File: config.mk
export PLATFORM = sky130hd
export DESIGN_NAME = lp_state_ctrl
export DESIGN_NICKNAME = d
export VERILOG_FILES = /design/src/rtl/lp_pkg.sv /design/src/rtl/lp_fsm.sv /design/src/rtl/lp_pend_bank.sv /design/src/rtl/lp_state_ctrl.sv
export SDC_FILE = /design/constraint.sdc
export NUM_CORES = 1
export LEC_CHECK = 0
export CAP_MARGIN = 30
export CORE_MARGIN = 5
export CORE_UTILIZATION = 45
export CTS_CLUSTER_SIZE = 8
export DETAILED_ROUTE_END_ITERATION = 7
export PLACE_DENSITY = 0.73
export SLEW_MARGIN = 20
export SYNTH_ARGS = -nofsm -noshare
export SYNTH_HDL_FRONTEND = slang
export SYNTH_SLANG_ARGS = --single-unit
File: constraint.sdc
create_clock -name clk -period 5 [get_ports clk]
set_clock_uncertainty 0.1 [all_clocks]
set_input_delay 1 -clock clk [delete_from_list [all_inputs] [get_ports clk]]
set_output_delay 1 -clock clk [all_outputs]
set_load 0.005 [all_outputs]
File: src/rtl/lp_pkg.sv
package lp_pkg;

    typedef enum logic [5:0] {
        ST_RUN   = 6'b000001,
        ST_HALT  = 6'b000010,
        ST_EHALT = 6'b000100,
        ST_STOP  = 6'b001000,
        ST_SNP   = 6'b010000,
        ST_ESNP  = 6'b100000
    } lp_state_e;

    typedef struct packed {
        lp_state_e cur;
        lp_state_e ret;
        logic      by_irq;
    } lp_fsm_t;

endpackage

File: src/rtl/lp_fsm.sv
module lp_fsm
    import lp_pkg::*;
(
    input  logic      clk,
    input  logic      rst_n,
    input  logic      stop_req_i,
    input  logic      halt_req_i,
    input  logic      ehalt_en_i,
    input  logic      core_rst_i,
    input  logic      snoop_hit_i,
    input  logic      snoop_done_i,
    input  logic      irq_dlv_i,
    output lp_state_e state_o,
    output logic      stopped_o,
    output logic      release_o
);

    lp_fsm_t fsm_d, fsm_q;
    logic    wake_evt;

    assign wake_evt = snoop_hit_i | irq_dlv_i;

    always_comb begin
        fsm_d     = fsm_q;
        stopped_o = (fsm_q.cur == ST_STOP) ||
                    ((fsm_q.cur == ST_SNP) && (fsm_q.ret == ST_STOP));
        release_o = (fsm_q.cur == ST_STOP) && !stop_req_i && !core_rst_i;
        case (fsm_q.cur)
            ST_RUN: begin
                if (core_rst_i)       fsm_d.cur = ST_RUN;
                else if (stop_req_i)  fsm_d.cur = ST_STOP;
                else if (halt_req_i)  fsm_d.cur = ehalt_en_i ? ST_EHALT : ST_HALT;
            end
            ST_STOP: begin
                if (!stop_req_i) begin
                    fsm_d.cur = ST_RUN;
                end else if (!core_rst_i && wake_evt) begin
                    fsm_d.cur    = ST_SNP;
                    fsm_d.ret    = ST_STOP;
                    fsm_d.by_irq = irq_dlv_i & ~snoop_hit_i;
                end
            end
            ST_HALT, ST_EHALT: begin
                if (core_rst_i) begin
                    fsm_d.cur = ST_RUN;
                end else if (wake_evt) begin
                    fsm_d.cur    = (fsm_q.cur == ST_EHALT) ? ST_ESNP : ST_SNP;
                    fsm_d.ret    = fsm_q.cur;
                    fsm_d.by_irq = irq_dlv_i & ~snoop_hit_i;
                end else if (!halt_req_i) begin
                    fsm_d.cur = ST_RUN;
                end
            end
            ST_SNP, ST_ESNP: begin
                if (core_rst_i && (fsm_q.ret != ST_STOP)) begin
                    fsm_d.cur = ST_RUN;
                end else if (snoop_done_i || fsm_q.by_irq) begin
                    fsm_d.cur    = fsm_q.ret;
                    fsm_d.by_irq = 1'b0;
                end
            end
            default: fsm_d.cur = ST_RUN;
        endcase
    end

    always_ff @(posedge clk or negedge rst_n) begin
        if (!rst_n) begin
            fsm_q <= '{cur: ST_RUN, ret: ST_RUN, by_irq: 1'b0};
        end else begin
            fsm_q <= fsm_d;
        end
    end

    assign state_o = fsm_q.cur;


    state_onehot_chk: assert property (@(posedge clk) disable iff (!rst_n)
        $countones(fsm_q.cur) == 1);


    stop_exit_chk: assert property (@(posedge clk) disable iff (!rst_n)
        (fsm_q.cur == ST_STOP && !stop_req_i) |=> (fsm_q.cur == ST_RUN));


    stop_rst_hold_chk: assert property (@(posedge clk) disable iff (!rst_n)
        (fsm_q.cur == ST_STOP && stop_req_i && core_rst_i) |=> (fsm_q.cur == ST_STOP));


    ehalt_snoop_chk: assert property (@(posedge clk) disable iff (!rst_n)
        (fsm_q.cur == ST_EHALT && snoop_hit_i && !core_rst_i) |=> (fsm_q.cur == ST_ESNP));


    esnoop_return_chk: assert property (@(posedge clk) disable iff (!rst_n)
        (fsm_q.cur == ST_ESNP && snoop_done_i && !core_rst_i) |=> (fsm_q.cur == ST_EHALT));

endmodule

File: src/rtl/lp_pend_bank.sv
module lp_pend_bank #(
    parameter int WIDTH = 6
) (
    input  logic             clk,
    input  logic             rst_n,
    input  logic             en_i,
    input  logic             clr_i,
    input  logic             rel_i,
    input  logic [WIDTH-1:0] src_i,
    output logic [WIDTH-1:0] pend_o,
    output logic [WIDTH-1:0] pulse_o
);

    typedef struct packed {
        logic [WIDTH-1:0] pend;
        logic [WIDTH-1:0] pulse;
    } bank_t;

    bank_t            bank_d, bank_q;
    logic [WIDTH-1:0] pend_nx, pulse_nx;

    for (genvar i = 0; i < WIDTH; i++) begin : g_src
        logic merged;
        assign merged      = bank_q.pend[i] | (en_i & src_i[i]);
        assign pend_nx[i]  = !clr_i && !rel_i && merged;
        assign pulse_nx[i] = !clr_i && rel_i && merged;
    end

    always_comb begin
        bank_d.pend  = pend_nx;
        bank_d.pulse = pulse_nx;
    end

    always_ff @(posedge clk or negedge rst_n) begin
        if (!rst_n) begin
            bank_q <= '0;
        end else begin
            bank_q <= bank_d;
        end
    end

    assign pend_o  = bank_q.pend;
    assign pulse_o = bank_q.pulse;


    rel_clears_chk: assert property (@(posedge clk) disable iff (!rst_n)
        rel_i |=> (bank_q.pend == '0));


    clr_empties_chk: assert property (@(posedge clk) disable iff (!rst_n)
        clr_i |=> (bank_q.pend == '0 && bank_q.pulse == '0));


    pulse_single_chk: assert property (@(posedge clk) disable iff (!rst_n)
        (bank_q.pulse != '0) |=> (bank_q.pulse == '0));

endmodule

File: src/rtl/lp_state_ctrl.sv
module lp_state_ctrl
    import lp_pkg::*;
#(
    parameter int N_PINS = 5
) (
    input  logic              clk,
    input  logic              rst_n,
    input  logic              stop_req_i,
    input  logic              halt_req_i,
    input  logic              ehalt_en_i,
    input  logic              core_rst_i,
    input  logic              snoop_hit_i,
    input  logic              snoop_done_i,
    input  logic              irq_dlv_i,
    input  logic [N_PINS-1:0] evt_i,
    output logic [5:0]        state_o,
    output logic [N_PINS-1:0] evt_rel_o,
    output logic              irq_rel_o,
    output logic              brk_pend_o,
    output logic              low_op_o
);

    localparam int SRC_W = N_PINS + 1;

    lp_state_e        cur_st;
    logic             stopped, release_now;
    logic [SRC_W-1:0] pend, pulse;

    lp_fsm u_fsm (
        .clk          (clk),
        .rst_n        (rst_n),
        .stop_req_i   (stop_req_i),
        .halt_req_i   (halt_req_i),
        .ehalt_en_i   (ehalt_en_i),
        .core_rst_i   (core_rst_i),
        .snoop_hit_i  (snoop_hit_i),
        .snoop_done_i (snoop_done_i),
        .irq_dlv_i    (irq_dlv_i),
        .state_o      (cur_st),
        .stopped_o    (stopped),
        .release_o    (release_now)
    );

    lp_pend_bank #(.WIDTH(SRC_W)) u_bank (
        .clk     (clk),
        .rst_n   (rst_n),
        .en_i    (stopped),
        .clr_i   (core_rst_i),
        .rel_i   (release_now),
        .src_i   ({irq_dlv_i, evt_i}),
        .pend_o  (pend),
        .pulse_o (pulse)
    );

    assign state_o    = cur_st;
    assign evt_rel_o  = pulse[N_PINS-1:0];
    assign irq_rel_o  = pulse[N_PINS];
    assign brk_pend_o = (cur_st == ST_STOP) && (|pend);
    assign low_op_o   = (cur_st == ST_EHALT) || (cur_st == ST_ESNP);


    rel_in_run_chk: assert property (@(posedge clk) disable iff (!rst_n)
        (|pulse) |-> state_o[0]);


    lowop_snoop_chk: assert property (@(posedge clk) disable iff (!rst_n)
        (low_op_o && snoop_hit_i && !core_rst_i && state_o[2]) |=> low_op_o);


    run_ignore_chk: assert property (@(posedge clk) disable iff (!rst_n)
        (state_o[0] && !stop_req_i) |=> (pend == $past(pend)));

endmodule

Word level (Yosys, flattened, before mapping)
Cells that the tools add are included.
- register bits after elaboration: 25
- input bits: 14
- output and inout bits: 14
- logic and storage cells: 92
- eq/ne operators: 18
- muxes and demuxes: 20
- bitwise gates (word level): 15
- reduce and logical (&&, ||, !) cells: 34
- operator list (cell ; count):
    $mux 6 ; 10
    $pmux 6 s4 ; 1
    $mux 7 ; 3
    $logic_and 1x1->1 ; 20
    $mux 13 ; 1
    $eq 6x4->1 const B ; 2
    $pmux 6 s2 ; 1
    $and 1x1->1 ; 7
    $or 1x1->1 ; 7
    $reduce_and 7->1 ; 1
    $eq 6x1->1 const B ; 1
    $eq 6x2->1 const B ; 1
    $eq 6x3->1 const B ; 1
    $eq 6x5->1 const B ; 1
    $eq 6x6->1 const B ; 1
    $ne 2x1->1 const B ; 3
    $ne 2x2->1 const B ; 3
    $ne 6x4->1 const B ; 1
    $reduce_or 6->1 ; 1
    $reduce_and 5->1 ; 1
    $ne 4x3->1 const B ; 1
    $ne 4x4->1 const B ; 1
    $reduce_and 4->1 ; 1
    $reduce_or 2->1 ; 2
    10 further kinds ; 15

Depth between registers and ports, before layout
- word-level depth: 6
- depth in mapped cells: 6
- mapped depth without buffers: 5

Hierarchy
A second synthesis with hierarchy kept.
- cells, all modules: 144
- area total of the unflattened synthesis: 1483.9 um2
- by module, submodules not included (module ; instances ; cells an instance ; area each (um2) ; sequential area each (um2)):
    lp_fsm ; 1 ; 104 ; 996.0 ; 327.8
    lp_pend_bank ; 1 ; 33 ; 436.7 ; 300.3
    lp_state_ctrl ; 1 ; 7 ; 51.3 ; 0.0

Worst setup path after synthesis
Ideal clock, no wire load.
- path kind: input-to-reg
- from: input port snoop_hit_i
- to: register u_fsm.fsm_q, in the netlist u_fsm.state_o[1]
- data arrival time: 2.420 ns
- setup slack: 2.355 ns
- stages on the path: 4
- buffers on the path: 0
- cell sequence: o21bai_1 or4b_4 o2111ai_4 mux2_2
- cells in the longest elaborated chain, start to end: 4
- elaborated cells on any way between the ends: 8
- RTL lines (what ; RTL line ; source):
    from (decl) ; lp_state_ctrl.sv:12 ; input logic snoop_hit_i,
    $or 1x1->1 * ; lp_fsm.sv:21 ; assign wake_evt = snoop_hit_i | irq_dlv_i;
    $mux 6 or $logic_and 1x1->1 (tied branches) ; lp_fsm.sv:46, lp_fsm.sv:37 ;
    $mux 6 or $ne 3x2->1 (tied branches) ; - ;
    $pmux 6 s4 or $reduce_and 4->1 (tied branches) ; - ;
    to (signal assigned) ; lp_fsm.sv:68 ; fsm_q <= '{cur: ST_RUN, ret: ST_RUN, by_irq: 1'b0};
    to (signal assigned) ; lp_fsm.sv:70 ; fsm_q <= fsm_d;
    to (decl) ; lp_fsm.sv:18 ; lp_fsm_t fsm_d, fsm_q;
Every way passes the cells marked *; elsewhere a longest branch is shown, timed or not.
A chain may end at the register's enable or synchronous reset.

Final worst setup path
- from: register u_fsm.fsm_q, in the netlist u_fsm.state_o[1]
- to: output port brk_pend_o
- cells in the longest elaborated chain, start to end: 2
- RTL lines (what ; RTL line ; source):
    $eq 6x4->1 ; lp_state_ctrl.sv:58 ; assign brk_pend_o = (cur_st == ST_STOP) && (|pend);
    $logic_and 1x1->1 ; lp_state_ctrl.sv:58 ;
    to (decl) ; lp_state_ctrl.sv:19 ; output logic brk_pend_o,
Every way passes these cells.

==> impl_metrics.ini <==
[pwr]
irDropWorstVdd_mv = 0.221
power.internal_uw = 362
p_per_area_nw_per_um2 = 346
power_switching_uw = 196
fin_total_pwr_uw = 557
p_seq_frac = 0.495
clock_power_share = 0.167
combPwrFrac = 0.339
swShare = 0.351
p_leak_uw = 0.000678

[routing]
vias_per_cell = 5.96
routed_wirelength_um = 3050
antenna_left = 0
post_drt_wl_per_cell_um = 16.0
drc_errors = 0
num_vias = 1132
drt_iter0_markers = 53
drt_pass1_iterations = 4

[clock_network]
cts_buffers = 3
cts_buffer_depth = 2
h-tree-depth = 1
cts_tree = built
cts_num_sinks = 25
cts_setup_buffers = 0
ctsHoldBuffers = 0
path_clk_slew_ns = 0.14
cts_root_buf = clkbuf_4
ctsResizeCount = 0
clock_latency_ns = 0.33

[layout]
final_cell_area_um2 = 1610
fin_nets = 174
area_growth_pct = 22.6
antenna_cells = 0
drive_above_1_share = 0.101
stdcell_count = 190

[min_path]
hold_class = reg -> reg

[grt]
grt_use_met3 = 0.0420
antenna_found_initial = 0
grt_pass1_wl_um = 5490
grt_max_degree = 15
met1_usage = 0.212
grt-busiest-layer = met2
grt_pass1_vias = 1156
grt_overflow = 0
grt_usage = 0.166
grtUsageMet2 = 0.265

[place]
post-place-ws_ns = 1.72
placed_cells = 186
hpwl_um = 2330
placed_cell_area_um2 = 1590
gp_congestion = 0.909
port_buffers = 27

[logic_synthesis]
syn_nets = 149
synth-async-reset-ratio = 1.00
synth_edf_count = 0
yosysWarnings = 0
synth_area_um2 = 1320
ys.flop_type = dfrtp_1
synthCells = 135
ys_ff_latch = 25
yosysSeqAreaShare = 0.478
syn_avg_cell_area_um2 = 9.74
ys_types = 42

[timing]
maxSlewViolCount = 0
fin_crit_ns = 3.12
rsz0062_at_grt = false
finalCritPeriodShare = 0.625
slew_headroom = 0.486
setup_tns_ns = 0
final_hold_viol_count = 0
postLayoutSetupSlackWorst_ns = 1.88
setup_viol = 0
fmax_mhz = 320
tightest_slew_ns = 0.766

[setup_path]
cp-start-kind = register
slowest_stage = clkdlybuf4s50_1
critPathKind = reg -> out
arrival_ns = 2.02
crit_path_end_kind = output pin
path_delay_family = buffers and inverters
cp_max_fo = 8
path_cells = nor3_1 > nand3_1 > a21oi_1 > clkdlybuf4s50_1
cp_slowest_stage_delay_ns = 0.52
critPathBufInv = 1
critPathRequiredTime_ns = 3.90

[floorplan]
core_um2 = 2780
die_y_um = 64.1
start_util = 0.473
dieArea_um2 = 4100
ios = 28
rows = 19
die_w_um = 64.1

[outcome]
status = completed

[run]
cap_violations = 0
==> cell type report <==
type,count,area (µm²)
fillers,248,1170
clock buffers,3,22.5
clock inverters,1,5.00
inverters,3,11.3
flip-flops and latches,25,628
repair buffers,28,285
multi-input cells,99,622
well taps,31,38.8
==> per-layer routing <==
layer / up-vias / part of all wire
li1: 526 / -
met1: 541 / 0.40
met2: 60 / 0.49
met3: 5 / 0.092
met4: 0 / 0.016
met5: - / 0
==> registers in the layout, indices dropped and copies added (netlist names) <==
name	count
u_fsm.state_o	6
u_fsm.fsm_q	7
u_bank.pulse_o	6
u_bank.pend_o	6
==> cell families (layout without fill, tap and decap cells) <==
logic type	Yosys count	count (layout)	share of synthesized area
AND/OR/NAND/NOR	63	63	0.255
AO/OA/AOI/OAI	27	27	0.147
flip-flops	25	25	0.478
buffers and inverters	11	35	0.0495
multiplexers	6	6	0.0504
XOR/XNOR	3	3	0.0200
==> final timing paths <==
check | start | to | slack [ns] | depth (start not counted)
setup / recovery | u_fsm.state_o[1] | brk_pend_o | 1.88 | 4
hold / removal | u_fsm.fsm_q[1] | u_fsm.fsm_q[1] | 0.41 | 1
setup reg to reg | u_fsm.state_o[3] | u_fsm.state_o[1] | 2.56 | 5
hold reg to reg | u_fsm.fsm_q[1] | u_fsm.fsm_q[1] | 0.41 | 1
max in group asynchronous | rst_n | u_fsm.state_o[0] | 3.30 | 2
min in group asynchronous | rst_n | u_bank.pulse_o[0] | 0.92 | 1
==> cell usage in the layout (no fill, tap or decap), types with 2 or more instances in the layout <==
| cell type | n |
|---|---|
| nor2b_1 | 3 |
| a22o_1 | 2 |
| inv_1 | 3 |
| nand2_1 | 5 |
| or3_1 | 3 |
| dfrtp_1 | 23 |
| nor2_1 | 27 |
| o21ai_0 | 6 |
| clkbuf_4 | 3 |
| nand3_1 | 8 |
| nor3_1 | 3 |
| nor4b_1 | 2 |
| mux2_2 | 4 |
| a21oi_1 | 8 |
| nor4_1 | 2 |
| clkdlybuf4s50_1 | 27 |
| dfstp_2 | 2 |
| xnor2_1 | 3 |
==> stage by stage <==
| step | util | hold WS (ns) |
|---|---|---|
| 3_5_place_dp | 0.570 | 0.395 |
| 4_1_cts | 0.580 | 0.416 |
| 3_3_place_gp | 0.565 | 0.392 |
| 2_1_floorplan | - | 0.373 |
| 6_report | 0.580 | 0.414 |
| 5_1_grt | 0.580 | 0.430 |
==> synthesized netlist by cell type, types with 2 or more instances <==
library cell	n	area share
nor2_1	27	0.077
dfrtp_1	23	0.44
a21oi_1	8	0.030
nand3_1	8	0.030
buf_4	6	0.034
o21ai_0	6	0.023
nand2_1	5	0.014
mux2_2	4	0.034
inv_1	3	0.0086
nor2b_1	3	0.014
nor3_1	3	0.011
or3_1	3	0.014
xnor2_1	3	0.020
a22o_1	2	0.013
dfstp_2	2	0.040
nor4_1	2	0.0095
nor4b_1	2	0.013
==> power by group through the flow <==
stage	Combinational, µW	Clock [µW]	Sequential, µW
6_report	189	92.9	276
5_1_grt	210	103	284
4_1_cts	189	95.6	275
3_5_place_dp	188	0	279
3_3_place_gp	183	0	277
2_1_floorplan	139	0	265
(Power assumes the default switching activity.)
